===== src/rtl/qsd_conv_pkg.sv =====
package qsd_conv_pkg;
    localparam logic [2:0] DIGIT_BAD_CODE = 3'b100;
    localparam logic [1:0] CARRY_BAD_CODE = 2'b10;
    localparam int         DIGIT_BITS     = 3;
    localparam int         CARRY_BITS     = 2;

    function automatic int result_width(input int ndig);
        return 2 * ndig + 3;
    endfunction
endpackage


===== src/rtl/qsd_digit_decode.sv =====
module qsd_digit_decode
    import qsd_conv_pkg::*;
#(
    parameter int OW = 11
) (
    input  logic [DIGIT_BITS-1:0] code_i,
    output logic signed [OW-1:0]  value_o,
    output logic                  bad_o
);
    always_comb begin
        value_o = OW'($signed(code_i));
        bad_o   = (code_i == DIGIT_BAD_CODE);
    end

    always_comb begin
        if (!bad_o) begin

            digit_range_chk: assert (value_o >= -3 && value_o <= 3);
        end else begin

            bad_digit_value_chk: assert (value_o == -4);
        end
    end
endmodule


===== src/rtl/qsd_carry_decode.sv =====
module qsd_carry_decode
    import qsd_conv_pkg::*;
#(
    parameter int NDIG = 4,
    parameter int OW   = 11
) (
    input  logic [CARRY_BITS-1:0] code_i,
    output logic signed [OW-1:0]  weighted_o,
    output logic                  bad_o
);
    localparam int SHIFT = 2 * NDIG;

    logic signed [OW-1:0] extended;

    always_comb begin
        extended   = OW'($signed(code_i));
        weighted_o = extended <<< SHIFT;
        bad_o      = (code_i == CARRY_BAD_CODE);
    end

    always_comb begin
        if (code_i == 2'b01) begin

            carry_plus_chk: assert (weighted_o == (OW'(1) <<< SHIFT));
        end
        if (code_i == 2'b11) begin

            carry_minus_chk: assert (weighted_o == -(OW'(1) <<< SHIFT));
        end
    end
endmodule


===== src/rtl/qsd_to_bin.sv =====
module qsd_to_bin
    import qsd_conv_pkg::*;
#(
    parameter int NDIG      = 4,
    parameter bit HAS_CARRY = 1'b1
) (
    input  logic [3*NDIG-1:0]        digits_i,
    input  logic [1:0]               carry_i,
    output logic signed [2*NDIG+2:0] value_o,
    output logic                     illegal_o
);
    localparam int OW    = result_width(NDIG);
    localparam int LIMIT = 2 * (4 ** NDIG) - 1;

    logic signed [OW-1:0] dig_val [NDIG];
    logic signed [OW-1:0] psum    [NDIG+1];
    logic [NDIG-1:0]      dig_bad;
    logic signed [OW-1:0] car_val;
    logic                 car_bad;

    assign psum[0] = '0;

    for (genvar i = 0; i < NDIG; i++) begin : g_digit
        qsd_digit_decode #(.OW(OW)) i_dec (
            .code_i  (digits_i[DIGIT_BITS*i +: DIGIT_BITS]),
            .value_o (dig_val[i]),
            .bad_o   (dig_bad[i])
        );
        assign psum[i+1] = psum[i] + (dig_val[i] <<< (2 * i));
    end

    if (HAS_CARRY) begin : g_carry
        qsd_carry_decode #(.NDIG(NDIG), .OW(OW)) i_car (
            .code_i     (carry_i),
            .weighted_o (car_val),
            .bad_o      (car_bad)
        );
    end else begin : g_nocarry
        assign car_val = '0;
        assign car_bad = 1'b0;
    end

    assign value_o   = psum[NDIG] + car_val;
    assign illegal_o = (|dig_bad) | car_bad;

    always_comb begin
        if (!illegal_o) begin

            no_overflow_chk: assert (value_o <= LIMIT && value_o >= -LIMIT);
        end
        if (HAS_CARRY && carry_i == CARRY_BAD_CODE) begin

            bad_carry_flag_chk: assert (illegal_o);
        end
    end
endmodule


===== config.mk =====
export PLATFORM = sky130hd
export DESIGN_NAME = qsd_to_bin
export DESIGN_NICKNAME = d
export VERILOG_FILES = /design/src/rtl/qsd_conv_pkg.sv /design/src/rtl/qsd_digit_decode.sv /design/src/rtl/qsd_carry_decode.sv /design/src/rtl/qsd_to_bin.sv
export SDC_FILE = /design/constraint.sdc
export NUM_CORES = 1
export LEC_CHECK = 0
export ABC_CLOCK_PERIOD_IN_PS = 5700
export BUFFER_PORTS_ARGS = -buffer_cell sky130_fd_sc_hd__buf_2
export CAP_MARGIN = 25
export CORE_AREA = 2 2 39 41
export DETAILED_ROUTE_END_ITERATION = 16
export DIE_AREA = 0 0 41 43
export PLACE_DENSITY_LB_ADDON = 0.1
export SLEW_MARGIN = 15
export SYNTH_ARGS = -nofsm -noshare
export SYNTH_HDL_FRONTEND = slang
export SYNTH_SLANG_ARGS = --single-unit

===== constraint.sdc =====
create_clock -name vclk -period 5.7
set_input_delay 0.57 -clock vclk [all_inputs]
set_output_delay 0.57 -clock vclk [all_outputs]
set_load 0.02 [all_outputs]

==> results of run 1 <==
## area by class of cell
cell class	count	area [µm²]
Fill cell	138	668
Multi-Input combinational cell	42	494
Timing Repair Buffer	26	130
Inverter	19	71.3
Tap cell	16	20.0
## routing by layer
metal  GRT usage  vias to the layer above  wire [µm]
li1            -                      248          -
met1       0.180                      204        434
met4           0                        0          0
met5           0                        -          0
met2       0.250                       15        494
met3           0                        0         50
## power groups by stage
stage,Combinational [W],Clock (W),Sequential (W)
finish,0.000215,0,0
global route,0.000248,0,0
CTS,0.000219,0,0
detailed placement,0.000217,0,0
global placement,0.000216,0,0
floorplan,0.000164,0,0
## cell families (layout without fill, tap and decap cells)
group,count (synthesis),count (layout)
fa+ha+maj,23,23
buf+inv,21,45
compound gates,11,11
xor+xnor,5,5
simple gates,3,3
## critical path, delay by kind of cell
| kind | cells | cell delay, ns |
|---|---|---|
| AOI/OAI and AO/OA | 3 | 0.35 |
| adders and majority gates | 4 | 1.96 |
| buffers and inverters | 6 | 0.64 |
| xor gates and xnor gates | 1 | 0.11 |
## worst min path at each step
| stage | slack, ns | startpoint | cells after the start | end |
|---|---|---|---|---|
| floorplan | 1.25 | digits_i[0] | 1 | value_o[0] |
| global placement | 1.37 | digits_i[0] | 2 | value_o[0] |
| detailed placement | 1.37 | digits_i[1] | 2 | value_o[1] |
| CTS | 1.37 | digits_i[1] | 2 | value_o[1] |
| global route | 1.38 | digits_i[1] | 2 | value_o[1] |
| finish | 1.37 | digits_i[0] | 2 | value_o[0] |
## stage by stage
stage                     utilization  power (W)  cell area (µm²)  instances
after floorplan                     -   0.000164              581         63
after global placement          0.517   0.000216              716        103
after detailed placement        0.517   0.000217              716        103
after CTS                       0.517   0.000219              716        103
after global routing            0.517   0.000248              716        103
final                           0.517   0.000215              716        103
## synth_stat cells
cell type,count,area [µm²]
xor2_1,1,8.76
xnor2_1,4,35.0
inv_1,19,71.3
a22oi_1,2,15.0
o21bai_1,1,7.51
fa_1,9,180
ha_1,14,175
a21oi_2,1,8.76
a21o_1,1,7.51
nor2_1,3,11.3
o21ai_0,1,5.00
a21oi_1,2,10.0
buf_4,2,15.0
a21o_2,1,8.76
a211oi_2,1,12.5
o311ai_0,1,8.76
==> results.md, run 1 <==
* Layout cells sized above 1 at 0.333
* Number of vias per cell at 4.53
* Diode count at 0
* DR DRC count at 0
* NetSw at 0.000126 W
* Simple-Gate Fraction of Synth Area at 0.0194
* Post-Syn Nets at 100
* Vias at 467
* Largest family of logic cells by synthesized area: adder cells
* Initial core utilization at 0.420
* Post-route minimum period at 4.22 ns
* Worst setup path startpoint: digits_i[2]
* Worst slew margin at 0.818
* Max-Cap Viols at 0
* WP data required at 5.13 ns
* Largest net degree at the start of global routing at 7
* Slew at the pin closest to its max-slew limit at 0.270 ns
* Ports at 26
* Drt total wl at 979 µm
* CP startpoint kind: input port
* Mux cell area share after synthesis at 0
* Die area at 1760 µm²
* Die Wd at 41 µm
* Core area at 1380 µm²
* Count of nets after finishing at 126
* Post-synthesis compound-gate area fraction at 0.144
* Net Sw Frac at 0.585
* Period utilization at 0.740
* Most used cell, CP: inv_1
* Antenna Nets Post-Route at 0
* RSZ-0062 raised after global routing: false
* Setup Buffers After CTS at 0
* Die H at 43 µm
* GRT Residual Overflow at 0
* Highest clock rate at 237 MHz
* Gate Count Post-Synth at 63
* Clock group share of total power at 0
* Drt wl/cell at 9.50 µm
* Tot GR Track Use at 0.136
* First-pass GRT wire length at 1.75 mm
* Power Dens Cells at 301 nW/µm²
* Worst VDD drop at 128 µV
* Final Max Slew Viols at 0
* Vias in the first global route at 447
* Crit path kind: in2out
* Synth Cell Area at 581 µm²
* Seq/Total Area, Yosys at 0
* Count of cell types in the netlist at 16
* Sequential power share at 0
* Final WS setup at 1.48 ns
* Fin. Hold Viols at 0
* Crit-path max FO at 6
* Mapped Avg Cell Area at 9.22 µm²
* Static Leak at 0.430 nW
* # setup viols final at 0
* Storage cell area at 0 µm²
* Comb pwr share at 1.000
* Detailed placer's ending HPWL at 940 µm
* Clkbuf count at 0
* Initial antenna violation count at 0
* WP data arrival at 3.65 ns
* CP peak stage delay at 0.58 ns
* Status: complete, no violations
* Slowest cell on crit path: fa_1
* Seq_cells at 0
* Setup TNS Final at 0 ns
* Post-CTS sizing at 0
* Setup crit end kind: output port
* Internal power at 0.0000892 W
* Crit-path cells: buf_2, inv_1, fa_1, inv_1, fa_1, inv_1, fa_1, inv_1, ha_1, o21ai_0, o21bai_1, a21oi_2, xnor2_1, buf_2
* Critical Path End: value_o[10]
* Xor/xnor share of the synthesized area at 0.0754
* # port buffers at 26
* Place WS at 1.47 ns
* WHS at 1.37 ns
* DR pass1 iterations at 2
* Commonest non-fill, non-tap cell in the layout: buf_2
* Post-synthesis adder-cell area fraction at 0.612
* Tightest Hold Check Type: in2out
* Gp weighted congestion at 0.669
* # hold bufs at CTS at 0
* Layout area overhead at 23.3%
* Yosys warning count at 0
* Iteration-0 DRC Markers at 1
* # rows at 14
* Most frequent cells in the layout: buf_2 (26), inv_1 (19), ha_1 (14)
Power figures use the tool's default switching activity.
==> run 2: changes to the inputs <==
ABC_CLOCK_PERIOD_IN_PS = 4100   (was 5700)
clock period = 4.1 ns   (was 5.7 ns; I/O delays follow)
==> results.md, run 2 (synthesis gave the netlist of run 1 again) <==
* Status: complete, no violations
* CP peak stage delay at 0.58 ns (about the same)
* DR pass1 iterations at 4 (+2)
* Initial core utilization at 0.420 (unchanged)
* Tightest Hold Check Type: in2out
* Slew at the pin closest to its max-slew limit at 0.275 ns (+0.00549 ns)
* WHS at 1.05 ns (-0.321 ns)
* Setup TNS Final at 0 ns (unchanged)
* Static Leak at 0.436 nW (+1.3%)
* Seq_cells at 0 (unchanged)
* Vias in the first global route at 458 (+2.5%)
* # hold bufs at CTS at 0 (unchanged)
* # setup viols final at 0 (unchanged)
* Die Wd at 41 µm (unchanged)
* WP data required at 3.69 ns (-1.44 ns)
* First-pass GRT wire length at 1.69 mm (-3.5%)
* Setup crit end kind: output port
* Hold endpoint: value_o[1]
* Min-Delay Path Depth at 2 (unchanged)
* # rows at 14 (unchanged)
* Crit-path max FO at 6 (unchanged)
* Worst slew margin at 0.814 (-0.00370)
* Gp weighted congestion at 0.697 (+4.2%)
* DR DRC count at 0 (unchanged)
* Hold path startpoint: digits_i[1]
* Crit path kind: in2out
* Count of nets after finishing at 127 (+0.79%)
* Core area at 1380 µm² (unchanged)
* Sequential power share at 0 (unchanged)
* Most used cell, CP: inv_1
* Iteration-0 DRC Markers at 3 (+2)
* Clock group share of total power at 0 (unchanged)
* NetSw at 0.000176 W (+40%)
* Commonest non-fill, non-tap cell in the layout: buf_2
* Clkbuf count at 0 (unchanged)
* GRT Residual Overflow at 0 (unchanged)
* # port buffers at 26 (unchanged)
* Slowest cell on crit path: fa_1
* Diode count at 0 (unchanged)
* Multi-input gate area at 494 µm² (unchanged)
* Fin. Hold Viols at 0 (unchanged)
* Worst VDD drop at 159 µV (+24%)
* Power Dens Cells at 419 nW/µm² (+39%)
* WP data arrival at 3.47 ns (-0.18 ns)
* Most frequent cells in the layout: buf_2 (25), inv_1 (19), ha_1 (14)
* Die area at 1760 µm² (unchanged)
* Final Max Slew Viols at 0 (unchanged)
* Drt wl/cell at 9.43 µm (-0.76%)
* Max-Cap Viols at 0 (unchanged)
* Layout area overhead at 25.0%
* Drt total wl at 981 µm (+0.20%)
* RSZ-0062 raised after global routing: false
* Comb pwr share at 1.000 (about the same)
* Internal power at 0.000128 W (+43%)
* Detailed placer's ending HPWL at 953 µm (+1.4%)
* Post-route minimum period at 3.88 ns
* Storage cell area at 0 µm² (unchanged)
* Layout cells sized above 1 at 0.341 (+0.00758)
* Die H at 43 µm (unchanged)
* Period utilization at 0.945
* Initial antenna violation count at 0 (unchanged)
* Net Sw Frac at 0.579 (-0.00622)
* Worst path top cell family by delay: adder cells
* CP startpoint kind: input port
* Number of vias per cell at 4.60 (+1.4%)
* Crit-path cells: clkbuf_4, inv_1, fa_1, inv_1, fa_1, inv_1, fa_1, inv_1, ha_1, o21ai_0, o21bai_1, a21oi_2, xnor2_1, buf_2
* Vias at 478 (+2.4%)
* Highest clock rate at 258 MHz
* Number of fill cells at 151 (+9.4%)
* Antenna Nets Post-Route at 0 (unchanged)
* Ports at 26 (unchanged)
* Largest net degree at the start of global routing at 7 (unchanged)
* Tot GR Track Use at 0.132 (-0.00406)
* Worst path buffer plus inverter count at 6 (unchanged)
==> run 2: through the flow <==
step | power, W | worst slack [ns] | cells | utilization | instance area (µm²)
global route | 0.000344 | 0.0159 | 104 | 0.524 | 726
CTS | 0.000306 | 0.170 | 103 | 0.517 | 716
floorplan | 0.000229 | 0.458 | 63 | - | 581
detailed placement | 0.000304 | 0.171 | 103 | 0.517 | 716
global placement | 0.000300 | 0.195 | 103 | 0.517 | 716
finish | 0.000304 | 0.224 | 104 | 0.524 | 726
==> run 2: power groups by stage <==
stage	clock, W	combinational (W)	sequential (W)
2_1_floorplan	0	0.000229	0
3_3_place_gp	0	0.000300	0
3_5_place_dp	0	0.000304	0
4_1_cts	0	0.000306	0
5_1_grt	0	0.000343	0
6_report	0	0.000304	0
==> run 2: cell type report <==
class | count | share of cell area
multi-input cells | 42 | 0.681
repair buffers | 27 | 0.193
inverters | 19 | 0.0983
well taps | 16 | 0.0276
==> run 2: worst max-delay path by stage <==
stage,depth (start not counted),slack [ns],start,endpoint
3_5_place_dp,14,0.17,digits_i[2],value_o[10]
2_1_floorplan,12,0.46,digits_i[2],value_o[10]
6_report,14,0.22,digits_i[2],value_o[10]
3_3_place_gp,14,0.20,digits_i[2],value_o[10]
5_1_grt,14,0.02,digits_i[2],value_o[10]
4_1_cts,14,0.17,digits_i[2],value_o[10]
==> run 2: routing by layer <==
layer  wire length [µm]  vias to the layer above  track usage  part of all wire
li1                   -                      252            -                 -
met4                  0                        0            0                 0
met1                425                      209        0.173              0.43
met5                  0                        -            0                 0
met2                510                       17        0.244              0.52
met3                 46                        0            0             0.047
==> run 2: what timing repair did <==
| action | CTS | global route |
|---|---|---|
| resized for setup | 0 | 1 |
| buffers inserted | 0 | 1 |
| setup endpoints to repair | 0 | 1 |
